### config.mk
export PLATFORM = sky130hd
export DESIGN_NAME = gpio_port_top
export DESIGN_NICKNAME = d
export VERILOG_FILES = /design/src/rtl/gpio_port_pkg.sv /design/src/rtl/gpio_port_sync.sv /design/src/rtl/gpio_port_regs.sv /design/src/rtl/gpio_port_drive.sv /design/src/rtl/gpio_port_top.sv
export SDC_FILE = /design/constraint.sdc
export NUM_CORES = 1
export LEC_CHECK = 0
export BUFFER_PORTS_ARGS = -buffer_cell sky130_fd_sc_hd__buf_4
export CAP_MARGIN = 5
export CORE_MARGIN = 4
export CORE_UTILIZATION = 25
export CTS_CLUSTER_SIZE = 40
export DETAILED_ROUTE_END_ITERATION = 8
export MAX_ROUTING_LAYER = met4
export REMOVE_ABC_BUFFERS = 1
export SLEW_MARGIN = 20
export SYNTH_ARGS = -nofsm -noshare
export SYNTH_HDL_FRONTEND = slang
export SYNTH_HIERARCHICAL = 1
export SYNTH_SLANG_ARGS = --single-unit
export TNS_END_PERCENT = 50
### constraint.sdc
create_clock -name clk -period 1.4 [get_ports clk]
set_clock_uncertainty 0.05 [all_clocks]
set_input_delay 0.07 -clock clk [delete_from_list [all_inputs] [get_ports clk]]
set_output_delay 0.07 -clock clk [all_outputs]
set_load 0.005 [all_outputs]
### src/rtl/gpio_port_pkg.sv
package gpio_port_pkg;
  localparam int ADDR_W = 2;

  typedef enum logic [ADDR_W-1:0] {
    REG_DIR  = 2'd0,
    REG_PINS = 2'd1,
    REG_LAT  = 2'd2,
    REG_ODC  = 2'd3
  } gpio_reg_e;
endpackage

### src/rtl/gpio_port_sync.sv
module gpio_port_sync #(
  parameter int WIDTH  = 16,
  parameter int STAGES = 2
) (
  input  logic             clk,
  input  logic             rst,
  input  logic [WIDTH-1:0] async_in,
  output logic [WIDTH-1:0] sync_out
);
  logic [WIDTH-1:0] chain [STAGES];

  always_ff @(posedge clk) begin
    if (rst) begin
      for (int s = 0; s < STAGES; s++) chain[s] <= '0;
    end else begin
      chain[0] <= async_in;
      for (int s = 1; s < STAGES; s++) chain[s] <= chain[s-1];
    end
  end

  assign sync_out = chain[STAGES-1];
endmodule

### src/rtl/gpio_port_regs.sv
module gpio_port_regs
  import gpio_port_pkg::*;
#(
  parameter int WIDTH = 16
) (
  input  logic              clk,
  input  logic              rst,
  input  logic              acc_sel,
  input  logic              acc_wr,
  input  logic [ADDR_W-1:0] acc_addr,
  input  logic [WIDTH-1:0]  acc_wdata,
  input  logic [WIDTH-1:0]  acc_wmask,
  input  logic [WIDTH-1:0]  pin_lvl,
  output logic [WIDTH-1:0]  dir_q,
  output logic [WIDTH-1:0]  lat_q,
  output logic [WIDTH-1:0]  odc_q,
  output logic [WIDTH-1:0]  rdata_q
);
  logic [WIDTH-1:0] new_bits;
  logic [WIDTH-1:0] rd_mux;
  logic             wr_go;
  logic             rd_go;
  gpio_reg_e        sel_reg;

  assign sel_reg  = gpio_reg_e'(acc_addr);
  assign new_bits = acc_wdata & acc_wmask;
  assign wr_go    = acc_sel & acc_wr;
  assign rd_go    = acc_sel & ~acc_wr;

  always_comb begin
    unique case (sel_reg)
      REG_DIR:  rd_mux = dir_q;
      REG_PINS: rd_mux = pin_lvl;
      REG_LAT:  rd_mux = lat_q;
      REG_ODC:  rd_mux = odc_q;
      default:  rd_mux = '0;
    endcase
  end

  // Direction register: reset to all inputs.
  always_ff @(posedge clk) begin
    if (rst) begin
      dir_q <= '1;
    end else if (wr_go && sel_reg == REG_DIR) begin
      dir_q <= new_bits | (dir_q & ~acc_wmask);
    end
  end

  // Latch: the pin-register path merges from pin levels, the latch path from itself.
  always_ff @(posedge clk) begin
    if (rst) begin
      lat_q <= '0;
    end else if (wr_go && sel_reg == REG_PINS) begin
      lat_q <= new_bits | (pin_lvl & ~acc_wmask);
    end else if (wr_go && sel_reg == REG_LAT) begin
      lat_q <= new_bits | (lat_q & ~acc_wmask);
    end
  end

  always_ff @(posedge clk) begin
    if (rst) begin
      odc_q <= '0;
    end else if (wr_go && sel_reg == REG_ODC) begin
      odc_q <= new_bits | (odc_q & ~acc_wmask);
    end
  end

  always_ff @(posedge clk) begin
    if (rst) begin
      rdata_q <= '0;
    end else if (rd_go) begin
      rdata_q <= rd_mux;
    end
  end
endmodule

### src/rtl/gpio_port_drive.sv
module gpio_port_drive #(
  parameter int WIDTH = 16
) (
  input  logic [WIDTH-1:0] dir_q,
  input  logic [WIDTH-1:0] lat_q,
  input  logic [WIDTH-1:0] odc_q,
  input  logic [WIDTH-1:0] ovr_en,
  input  logic [WIDTH-1:0] ovr_out,
  input  logic [WIDTH-1:0] ovr_oe,
  output logic [WIDTH-1:0] pad_out,
  output logic [WIDTH-1:0] pad_oe
);
  for (genvar i = 0; i < WIDTH; i++) begin : g_pin
    logic eff_data;
    logic eff_drive;

    always_comb begin
      eff_data  = ovr_en[i] ? ovr_out[i] : lat_q[i];
      eff_drive = ovr_en[i] ? ovr_oe[i]  : ~dir_q[i];
      if (odc_q[i]) begin
        // Emulated open drain: only ever pull low.
        pad_out[i] = 1'b0;
        pad_oe[i]  = eff_drive & ~eff_data;
      end else begin
        pad_out[i] = eff_data;
        pad_oe[i]  = eff_drive;
      end
    end
  end
endmodule

### src/rtl/gpio_port_top.sv
module gpio_port_top
  import gpio_port_pkg::*;
#(
  parameter int WIDTH       = 16,
  parameter int SYNC_STAGES = 2
) (
  input  logic              clk,
  input  logic              rst,
  input  logic              bus_sel,
  input  logic              bus_wr,
  input  logic [ADDR_W-1:0] bus_addr,
  input  logic [WIDTH-1:0]  bus_wdata,
  input  logic [WIDTH-1:0]  bus_wmask,
  output logic [WIDTH-1:0]  bus_rdata,
  input  logic [WIDTH-1:0]  pad_in,
  output logic [WIDTH-1:0]  pad_out,
  output logic [WIDTH-1:0]  pad_oe,
  input  logic [WIDTH-1:0]  xbar_ovr_en,
  input  logic [WIDTH-1:0]  xbar_ovr_out,
  input  logic [WIDTH-1:0]  xbar_ovr_oe
);
  logic [WIDTH-1:0] pin_sync;
  logic [WIDTH-1:0] dir_q;
  logic [WIDTH-1:0] lat_q;
  logic [WIDTH-1:0] odc_q;

  gpio_port_sync #(.WIDTH(WIDTH), .STAGES(SYNC_STAGES)) sync_i (
    .clk      (clk),
    .rst      (rst),
    .async_in (pad_in),
    .sync_out (pin_sync)
  );

  gpio_port_regs #(.WIDTH(WIDTH)) regs_i (
    .clk       (clk),
    .rst       (rst),
    .acc_sel   (bus_sel),
    .acc_wr    (bus_wr),
    .acc_addr  (bus_addr),
    .acc_wdata (bus_wdata),
    .acc_wmask (bus_wmask),
    .pin_lvl   (pin_sync),
    .dir_q     (dir_q),
    .lat_q     (lat_q),
    .odc_q     (odc_q),
    .rdata_q   (bus_rdata)
  );

  gpio_port_drive #(.WIDTH(WIDTH)) drive_i (
    .dir_q   (dir_q),
    .lat_q   (lat_q),
    .odc_q   (odc_q),
    .ovr_en  (xbar_ovr_en),
    .ovr_out (xbar_ovr_out),
    .ovr_oe  (xbar_ovr_oe),
    .pad_out (pad_out),
    .pad_oe  (pad_oe)
  );
endmodule

# Word-level counts from Yosys, hierarchy flattened
# Memory sizes are Yosys's and may differ from the RTL's.
# Index checks and enable logic that the tools add are counted.
[totals] regBits=64 inputBits=102 n_memories=1 out_inout_bits=48 elab_cells=149 ramBits=32
[op_classes] n_reduce_logical=6 n_bitwise=63 mux=72 n_eq_ne=3
[mem_list] name="sync_i.chain" words=2 width=16 rd=2 rd_clocked_by_memory_dff=0 write_ports=2 line="gpio_port_sync.sv:10" rtl="logic [WIDTH-1:0] chain [STAGES];"
[op_table] operator="AND 16 bit" n=5
[op_table] operator="two-way mux 1 bit" n=67
[op_table] operator="two-way mux 16 bit" n=4
[op_table] operator="OR 16 bit" n=4
[op_table] operator="one-hot mux 16 bit (4 select lines)" n=1
[op_table] operator="inverter 1 bit" n=33
[op_table] operator="AND 1 bit" n=18
[op_table] operator="inverter 16 bit" n=1
[op_table] operator="== test 2 bit, second input constant" n=2
[op_table] operator="logical AND 1 bit" n=4
[op_table] operator="== test 2 x 1 -> 1 bit, second input constant" n=1
[op_table] operator="logical NOT 2 bit" n=1
[op_table] operator="OR 1 bit" n=2
[op_table] operator="nonzero test 2 bit" n=1

# Longest topological paths before layout
# Gate-level depths: netlist (run 1).
[logic_depth] depth_word=5 depth_mapped=6 ltp_nobuf=3

# By module
# The synthesis (run 1) kept the hierarchy.
[modules_own_cells] mod="gpio_port_regs" instances=1 cells_per_inst=334 area_each_um2=3344.5
[modules_own_cells] mod="gpio_port_sync" instances=1 cells_per_inst=83 area_each_um2=983.4
[modules_own_cells] mod="gpio_port_drive" instances=1 cells_per_inst=80 area_each_um2=620.6

# Worst setup path before layout (run 1)
# OpenSTA, ideal clock, no wires.
[synth_path] kind="input to register" startpoint="input port bus_addr[0]" endpoint="register with a tool-made name" slack_ps=166 path_buffers=3 required_time_ps=1229 cell_stages=6 arrival_ps=1063 setup_time_ps=121 path_cell_list="buf_6 -> buf_6 -> buf_2 -> nand3b_1 -> a21oi_1 -> mux2_2"
[synth_rtl] item="from (decl)" line="gpio_port_top.sv:11" rtl="input logic [ADDR_W-1:0] bus_addr,"

==> impl_metrics.ini, run 1 <==
[worst_setup_path]
crit_required_ps = 1280
crit_top_cell = buf_4
critPathCapture = pad_oe[14]
ff2ff_path_depth = 2
cp_cell_sequence = buf_4, a211oi_2, a31o_1, buf_4
timing.reg2reg.setup_slack_ps = 180
slowest_stage = dfxtp_1
worstSetupStartpointType = flop
worstPathArrival_ps = 1220
critPathMaxStageDelay_ps = 310
cp-end-kind = output port
crit_type = reg -> out
worstReg2RegEnd = regs_i/rdata_q[15]
crit_fanout = 4

[cts]
clkLatencyLatePin_ps = 340
cts.sinks = 96
clockBufferDepth = 2
post-cts-setup-buffers = 0
cts_buffers = 9
htree_num_levels = 3
clockRootBuffer = clkbuf_16
cts_tree = done
path_clk_slew_ps = 70

[timing]
max_slew_margin_pct = 32.3
worst_slew_pin_slew_ps = 1020
hold_ws_ps = 178
fin_crit_ps = 1340
fmax_mhz = 745
finalSetupViolCount = 0
hold_viol = 0
timing.final.crit_share_pct = 95.8
finalMaxSlewViolations = 0
rsz0062_at_grt = true

[placed_design]
dpl_cell_area_mm2 = 0.00638
place_hpwl_um = 10800
place.gp.congestion = 0.755
portBuffers = 149

[drt]
vias = 4477
remaining_drc_errors = 0
wl_um = 14700
viasPerCell = 4.69
initialDrtViolationCount = 195
drt_pre_antenna_iters = 4
postRouteAntennaNets = 0
wl_per_cell_um = 15.4

[power_and_ir_drop]
total_power_mw = 6.70
ir_drop_mv = 0.544
power_density_mw_per_mm2 = 932
power.leakage_nw = 2.91

[yosys]
synth_top_family_by_area = compound AO/OA/AOI/OAI gates
syn-instance-count = 497
post_synth_and_or_nand_nor_area_fraction_pct = 16.8
yosysTopAreaCellShare_pct = 38.8
synth_cell_type_count = 40
synth_area_mm2 = 0.00495
ys_ff_latch = 96
ys_warn_count = 6
muxShareOfSynthArea_pct = 13.2
postSynthAreaPerCell_um2 = 9.96
synth_compound_area_share_pct = 23.7
synth_xor_area_share_pct = 0
synthAdderAreaFrac_pct = 0
synth_area_leaders = dfxtp_1 (39%), mux4_2 (6.4%), nor2b_1 (5.6%)
seq_area_frac_synth_pct = 38.8
yosys.area.top_type = dfxtp_1

[grt]
grt_max_degree = 54
track_usage_pct = 13.7
grt_pass1_wl_um = 23500
grt_pass1_vias = 4410
grt_overflow_total = 0
antenna_found_initial = 0

[final_layout]
design_area_mm2 = 0.00719
area_delta_synth_final_pct = 45.2
drive_above_1_share_pct = 34.5
num_antenna_cells = 0
final_nets = 787

[hold_path]
min_path_type = in -> reg

[floorplanning]
io_pins = 150
initial_core_util_pct = 25.4
dieArea_mm2 = 0.0221
fp-row-count = 51
die_h_um = 149
die_w_um = 149
core_mm2 = 0.0195

[job]
maxCapViolCount = 0

[run_status]
outcome = complete, no violations
## worst min-delay path by stage
| stage | startpoint | endpoint | cells after the start |
|---|---|---|---|
| final | rst | sync_i/chain[0][18] | 3 |
| after floorplan | rst | flop | 1 |
| after global placement | pad_in[11] | sync_i/chain[0][11] | 2 |
| after global routing | rst | sync_i/chain[0][2] | 3 |
| after CTS | rst | sync_i/chain[0][2] | 3 |
| after detailed placement | pad_in[10] | sync_i/chain[0][10] | 2 |
## placed cells by master, fill, tap and decap left out, types with 2 or more instances in the layout
| cell type | count |
|---|---|
| bufinv_16 | 2 |
| inv_1 | 17 |
| mux4_2 | 14 |
| nand3_1 | 16 |
| a31o_1 | 16 |
| a21boi_1 | 14 |
| mux2_2 | 10 |
| clkbuf_1 | 2 |
| mux2i_1 | 16 |
| a21oi_1 | 38 |
| o2bb2ai_1 | 5 |
| clkbuf_8 | 3 |
| clkbuf_16 | 9 |
| nand3b_1 | 11 |
| dfxtp_1 | 92 |
| dfxtp_2 | 4 |
| nor2b_1 | 44 |
| a21boi_0 | 2 |
| nor2_1 | 26 |
| a211oi_1 | 5 |
| o21ai_0 | 16 |
| dlygate4sd3_1 | 48 |
| buf_4 | 171 |
| a22o_1 | 16 |
| nand2_1 | 28 |
| mux4_1 | 2 |
| a2111oi_1 | 4 |
| nand4bb_1 | 10 |
| a311o_1 | 16 |
| buf_12 | 5 |
| a211oi_2 | 16 |
## per-layer routing
layer,vias to the layer above,share of wire [%],GRT usage [%]
li1,2215,-,-
met1,2105,47,18.1
met5,-,0,-
met2,143,46,21.5
met3,14,6.1,3.72
met4,0,1.1,2.73
## critical path: cells and delay by family, from the launching register on
| family | cells | cell delay (ps) |
|---|---|---|
| flip-flops | 1 | 310 |
| AO/OA/AOI/OAI | 2 | 310 |
| buffers and inverters | 2 | 250 |
## cell type report
type	instances	area (um^2)
flip-flops and latches	96	1930
well taps	265	332
clock buffers	14	274
inverters	17	63.8
multi-input cells	337	2670
fillers	1984	12300
clock inverters	2	60.1
repair buffers	224	1860
## where the power goes
group / total (mW) / switching (mW) / internal [mW]
Sequential: 2.88 / 0.0580 / 2.82
Clock: 2.73 / 1.02 / 1.71
Combinational: 1.09 / 0.450 / 0.636
Total: 6.70 / 1.53 / 5.17
## repair_timing
| item | CTS | global route |
|---|---|---|
| hold buffers | 48 | 0 |
| setup endpoints to repair | 0 | 5 |
| gates resized for setup | 0 | 4 |
| endpoints found under the hold margin | 48 | 0 |
## cells by family (layout without fill, tap and decap cells)
| kind of cell | Yosys count | in the layout |
|---|---|---|
| compound gates | 151 | 151 |
| simple gates | 143 | 143 |
| flops | 96 | 96 |
| buf+inv | 64 | 257 |
| mux | 43 | 43 |
## metrics by stage
step | util, % | TNS [ps] | setup WS, ps | cells
2_1_floorplan | - | 0 | 114 | 450
3_3_place_gp | 32.8 | 0 | 1.84 | 893
3_5_place_dp | 32.8 | -34.0 | -8.34 | 893
4_1_cts | 37.0 | 0 | 21.1 | 957
5_1_grt | 36.9 | -16.2 | -16.2 | 955
6_report | 36.9 | 0 | 58.5 | 955
## Yosys cell counts (all sizes together)
cell	count
mux2	11
mux2i	16
nand3	16
nand2	28
nor2b	45
nand3b	11
or4bb	1
mux4	16
o2bb2ai	5
and2	1
nand4bb	10
clkbuf	10
a31o	16
a21oi	39
inv	17
nor2	26
a21boi	16
a2111oi	5
nand4	1
o21a	1
a211oi	21
a311o	16
nor3b	1
a22o	16
dfxtp	96
o21ai	16
nand2b	1
and4	1
and4bb	1
buf	37
(Power assumes the default switching activity.)
==> inputs of run 2 (changes only) <==
--- a/config.mk
+++ b/config.mk
@@ -9,6 +9,7 @@
 export CAP_MARGIN = 5
 export CORE_MARGIN = 4
 export CORE_UTILIZATION = 25
+export CTS_BUF_LIST = sky130_fd_sc_hd__clkbuf_16
 export CTS_CLUSTER_SIZE = 40
 export DETAILED_ROUTE_END_ITERATION = 8
 export MAX_ROUTING_LAYER = met4
==> impl_metrics.ini, run 2 (synthesis gave the netlist of run 1 again) <==
[floorplanning]
dieArea_mm2 = 0.0221
die_w_um = 149
core_mm2 = 0.0195
io_pins = 150
die_h_um = 149
fp-row-count = 51
initial_core_util_pct = 25.4

[final_layout]
final_cells = 955
area_delta_synth_final_pct = 44.6
final_core_util_pct = 36.8
design_area_mm2 = 0.00716
drive_above_1_share_pct = 34.1
final_common_cell = buf_4
final_nets = 787
final_cell_mix = buf_4 (171), dfxtp_1 (92), dlygate4sd3_1 (48), nor2b_1 (44), a21oi_1 (38)
num_antenna_cells = 0

[power_and_ir_drop]
power_density_mw_per_mm2 = 908
ir_drop_mv = 0.540
power.leakage_nw = 2.90

[drt]
postRouteAntennaNets = 0
viasPerCell = 4.67
vias = 4463
remaining_drc_errors = 0
wl_per_cell_um = 15.4
wl_um = 14700
drt_pre_antenna_iters = 4
initialDrtViolationCount = 196

[run_status]
outcome = complete, no violations

[worst_setup_path]
crit_required_ps = 1280
crit_fanout = 4
worstReg2RegEnd = regs_i/rdata_q[14]
cp-end-kind = output port
worstSetupStartpointType = flop
timing.reg2reg.setup_slack_ps = 180
worstPathArrival_ps = 1220
ff2ff_path_depth = 2
crit_type = reg -> out

[timing]
finalMaxSlewViolations = 0
hold_viol = 0
fin_crit_ps = 1340
rsz0062_at_grt = true
worst_slew_pin_slew_ps = 983
max_slew_margin_pct = 34.4
finalSetupViolCount = 0
fmax_mhz = 745
timing.final.crit_share_pct = 95.9

[cts]
cts_tree = done
post-cts-setup-buffers = 0
path_clk_slew_ps = 60
clockBufferDepth = 2
cts_buffers = 9
clkLatencyLatePin_ps = 340
cts.sinks = 96
clockRootBuffer = clkbuf_16
htree_num_levels = 3

[grt]
grt_overflow_total = 0
track_usage_pct = 13.8
grt_pass1_vias = 4414
grt_pass1_wl_um = 23500
antenna_found_initial = 0
grt_max_degree = 54

[placed_design]
dpl_cell_area_mm2 = 0.00638
dp.cells = 893
place_hpwl_um = 10800
place.gp.congestion = 0.755
portBuffers = 149

[job]
maxCapViolCount = 0

[hold_path]
whs_endpoint = sync_i/chain[0][7]
min_from = rst
min_path_type = in -> reg
min_path_cells = 3
-- run 2: changes by cell type in the layout (fill, tap and decap cells not counted), sizes merged --
cell    change
clkbuf      -5
inv         +2
clkinv      +3
-- run 2: layer usage --
metal | routed length (um) | track usage, % | vias to the layer above
li1 | - | - | 2216
met1 | 6830 | 18.0 | 2089
met5 | 0 | - | -
met3 | 975 | 3.72 | 15
met2 | 6710 | 21.6 | 143
met4 | 165 | 2.73 | 0
-- run 2: how the worst max path moves through the flow --
stage | from | endpoint | slack [ps] | cells after the start
2_1_floorplan | bus_addr[0] | flop | 110 | 3
3_3_place_gp | bus_addr[0] | flop | 2 | 6
3_5_place_dp | bus_addr[0] | flop | -8 | 6
4_1_cts | flop | pad_oe[12] | 20 | 4
5_1_grt | flop | pad_oe[14] | -20 | 4
6_report | flop | pad_oe[14] | 60 | 4
-- run 2: timing repair --
action / in CTS / in global routing
endpoints found under the setup margin: 0 / 5
gates resized for setup: 0 / 4
endpoints found under the hold margin: 48 / 0
hold buffers: 48 / 0
-- run 2: final cells by class --
class                           instances  area [um^2]
Fill cell                            1986        12300
Multi-Input combinational cell        337         2670
Sequential cell                        96         1930
Timing Repair Buffer                  224         1860
Tap cell                              265          332
Clock buffer                            9          225
Clock inverter                          7         78.8
Inverter                               17         63.8
-- run 2: through the flow --
step	setup TNS [ps]	setup slack, ps	hold slack [ps]	power (mW)
2_1_floorplan	0	114	89.1	3.26
3_3_place_gp	0	1.84	232	3.91
3_5_place_dp	-34.0	-8.34	234	3.92
4_1_cts	0	22.6	168	6.60
5_1_grt	-15.9	-15.9	179	6.81
6_report	0	56.8	180	6.50
-- run 2: worst max-delay path: stages, from the launching register on --
cell and delay [ps]:
dfxtp_1 320, buf_4 150, a211oi_2 190, a31o_1 120, buf_4 100
-- run 2: where the power goes --
part | internal (mW) | leakage [nW] | switching [mW]
logic | 0.636 | 1.96 | 0.450
clock network | 1.53 | 0.155 | 1.00
registers | 2.82 | 0.786 | 0.0581
==> inputs of run 3 (changes only) <==
==> constraint.sdc (replaced) <==
create_clock -name clk -period 1.4 [get_ports clk]
set_clock_uncertainty 0.05 [all_clocks]
set_input_delay 0.28 -clock clk [delete_from_list [all_inputs] [get_ports clk]]
set_output_delay 0.28 -clock clk [all_outputs]
set_load 0.005 [all_outputs]
==> impl_metrics.ini, run 3 (synthesis gave the netlist of run 1 again) <==
[drt]
top_layer = met4
postRouteAntennaNets = 0
m1WireLength_um = 6810
wl_met3_um = 1050
wl_um = 14800
remaining_drc_errors = 0
viasPerCell = 4.75
initialDrtViolationCount = 198
drt_pre_antenna_iters = 4
wl_met2_um = 6810
wl_per_cell_um = 15.9
vias = 4420

[grt]
track_usage_pct = 13.5
grt_pass1_vias = 4303
grt_max_degree = 32
grt_pass1_wl_um = 23100
antenna_found_initial = 0
grt_overflow_total = 0

[final_layout]
regArea_mm2 = 0.00200
drive_above_1_share_pct = 43.2
multi_input_area_mm2 = 0.00267
final_common_cell = buf_4
final_core_util_pct = 35.3
final_nets = 763
final_cell_mix = buf_4 (196), dfxtp_1 (63), nor2b_1 (44), a21oi_1 (38), nand2_1 (28)
fill_cells = 1978
final_cells = 931
num_antenna_cells = 0
area_delta_synth_final_pct = 38.8

[timing]
fin_crit_ps = 1470
setup_slack_ps = -67.9
fmax_mhz = 681
hold_ws_ps = 82.7
max_slew_margin_pct = 75.1
finalSetupViolCount = 17
worst_slew_pin_slew_ps = 372
hold_viol = 0
finalMaxSlewViolations = 0
timing.final.crit_share_pct = 105
fin_setup_tns_ps = -985
rsz0062_at_grt = true

[power_and_ir_drop]
total_power_mw = 6.09
power.leakage_nw = 2.82
ir_drop_mv = 0.524
power_density_mw_per_mm2 = 887

[worst_setup_path]
crit_fanout = 3
ff2ff_path_depth = 3
cp-end-kind = output port
crit_required_ps = 1070
crit_type = reg -> out
timing.reg2reg.setup_slack_ps = 80
worstReg2RegEnd = regs_i/rdata_q[8]
critPathCapture = pad_oe[4]
worstSetupStartpointType = flop
worstPathArrival_ps = 1140

[job]
maxCapViolCount = 0

[cts]
clkLatencyLatePin_ps = 350
cts_buffers = 9
clockRootBuffer = clkbuf_16
path_clk_slew_ps = 70
cts_tree = done
clockBufferDepth = 2
cts.sinks = 96
htree_num_levels = 3
hold_buffers = 0

[floorplanning]
io_pins = 150
die_h_um = 149
dieArea_mm2 = 0.0221
fp-row-count = 51
initial_core_util_pct = 25.4
core_mm2 = 0.0195
die_w_um = 149

[placed_design]
dp.cells = 904
place.gp.congestion = 0.753
place_hpwl_um = 11100
portBuffers = 149

[hold_path]
min_path_type = in -> reg

[run_status]
violations = negative setup slack
outcome = finished with violations
-- run 3: cell types whose count changed in the layout (fill, tap and decap cells not counted), moves of 2 or more --
cell / previous run / this run
dfxtp_4: 0 / 13
buf_4: 171 / 196
bufinv_16: 2 / 0
dfxtp_1: 92 / 63
dfxtp_2: 4 / 20
dlygate4sd3_1: 48 / 0
-- run 3: layout make-up --
class | count | share of cell area, %
Clock buffer | 9 | 3.28
Clock inverter | 7 | 0.474
Inverter | 17 | 0.929
Multi-Input combinational cell | 337 | 38.8
Sequential cell | 96 | 29.1
Tap cell | 265 | 4.83
Timing Repair Buffer | 200 | 22.6
-- run 3: critical path, stage by stage, from the launching register on --
cell	delay, ps
dfxtp_4	350
a211oi_2	220
a31o_1	120
buf_4	100
-- run 3: per-layer routing --
metal	up-vias	GRT usage (%)
met1	2109	17.7
met4	0	1.99
li1	2165	-
met2	139	21.4
met3	7	3.96
met5	-	-
-- run 3: worst min path at each step --
stage | start | to | slack (ps) | cells past startpoint
after detailed placement | sync_i/chain[0][10] | sync_i/chain[0][26] | 370 | 1
final | pad_in[9] | sync_i/chain[0][9] | 80 | 2
after global placement | sync_i/chain[0][0] | sync_i/chain[0][16] | 370 | 1
after floorplan | rst | flop | 300 | 1
after CTS | pad_in[2] | sync_i/chain[0][2] | 70 | 2
after global routing | pad_in[1] | sync_i/chain[0][1] | 80 | 2
-- run 3: metrics by stage --
step	worst slack, ps	instance area [um^2]
finish	-67.9	6870
global route	-190	6870
CTS	-90.9	6840
detailed placement	-163	6450
global placement	-176	6450
floorplan	-95.6	4640
-- run 3: what timing repair did --
action,CTS,global route
pin swaps,9,6
setup buffers,9,2
cloned,0,0
gates resized for setup,41,5
setup endpoints to repair,25,23
-- run 3: power by group --
| part | switching, mW | total (mW) | internal [mW] |
|---|---|---|---|
| Combinational | 0.434 | 1.01 | 0.579 |
| Sequential | 0.0586 | 2.86 | 2.80 |
| Clock | 1.05 | 2.22 | 1.17 |
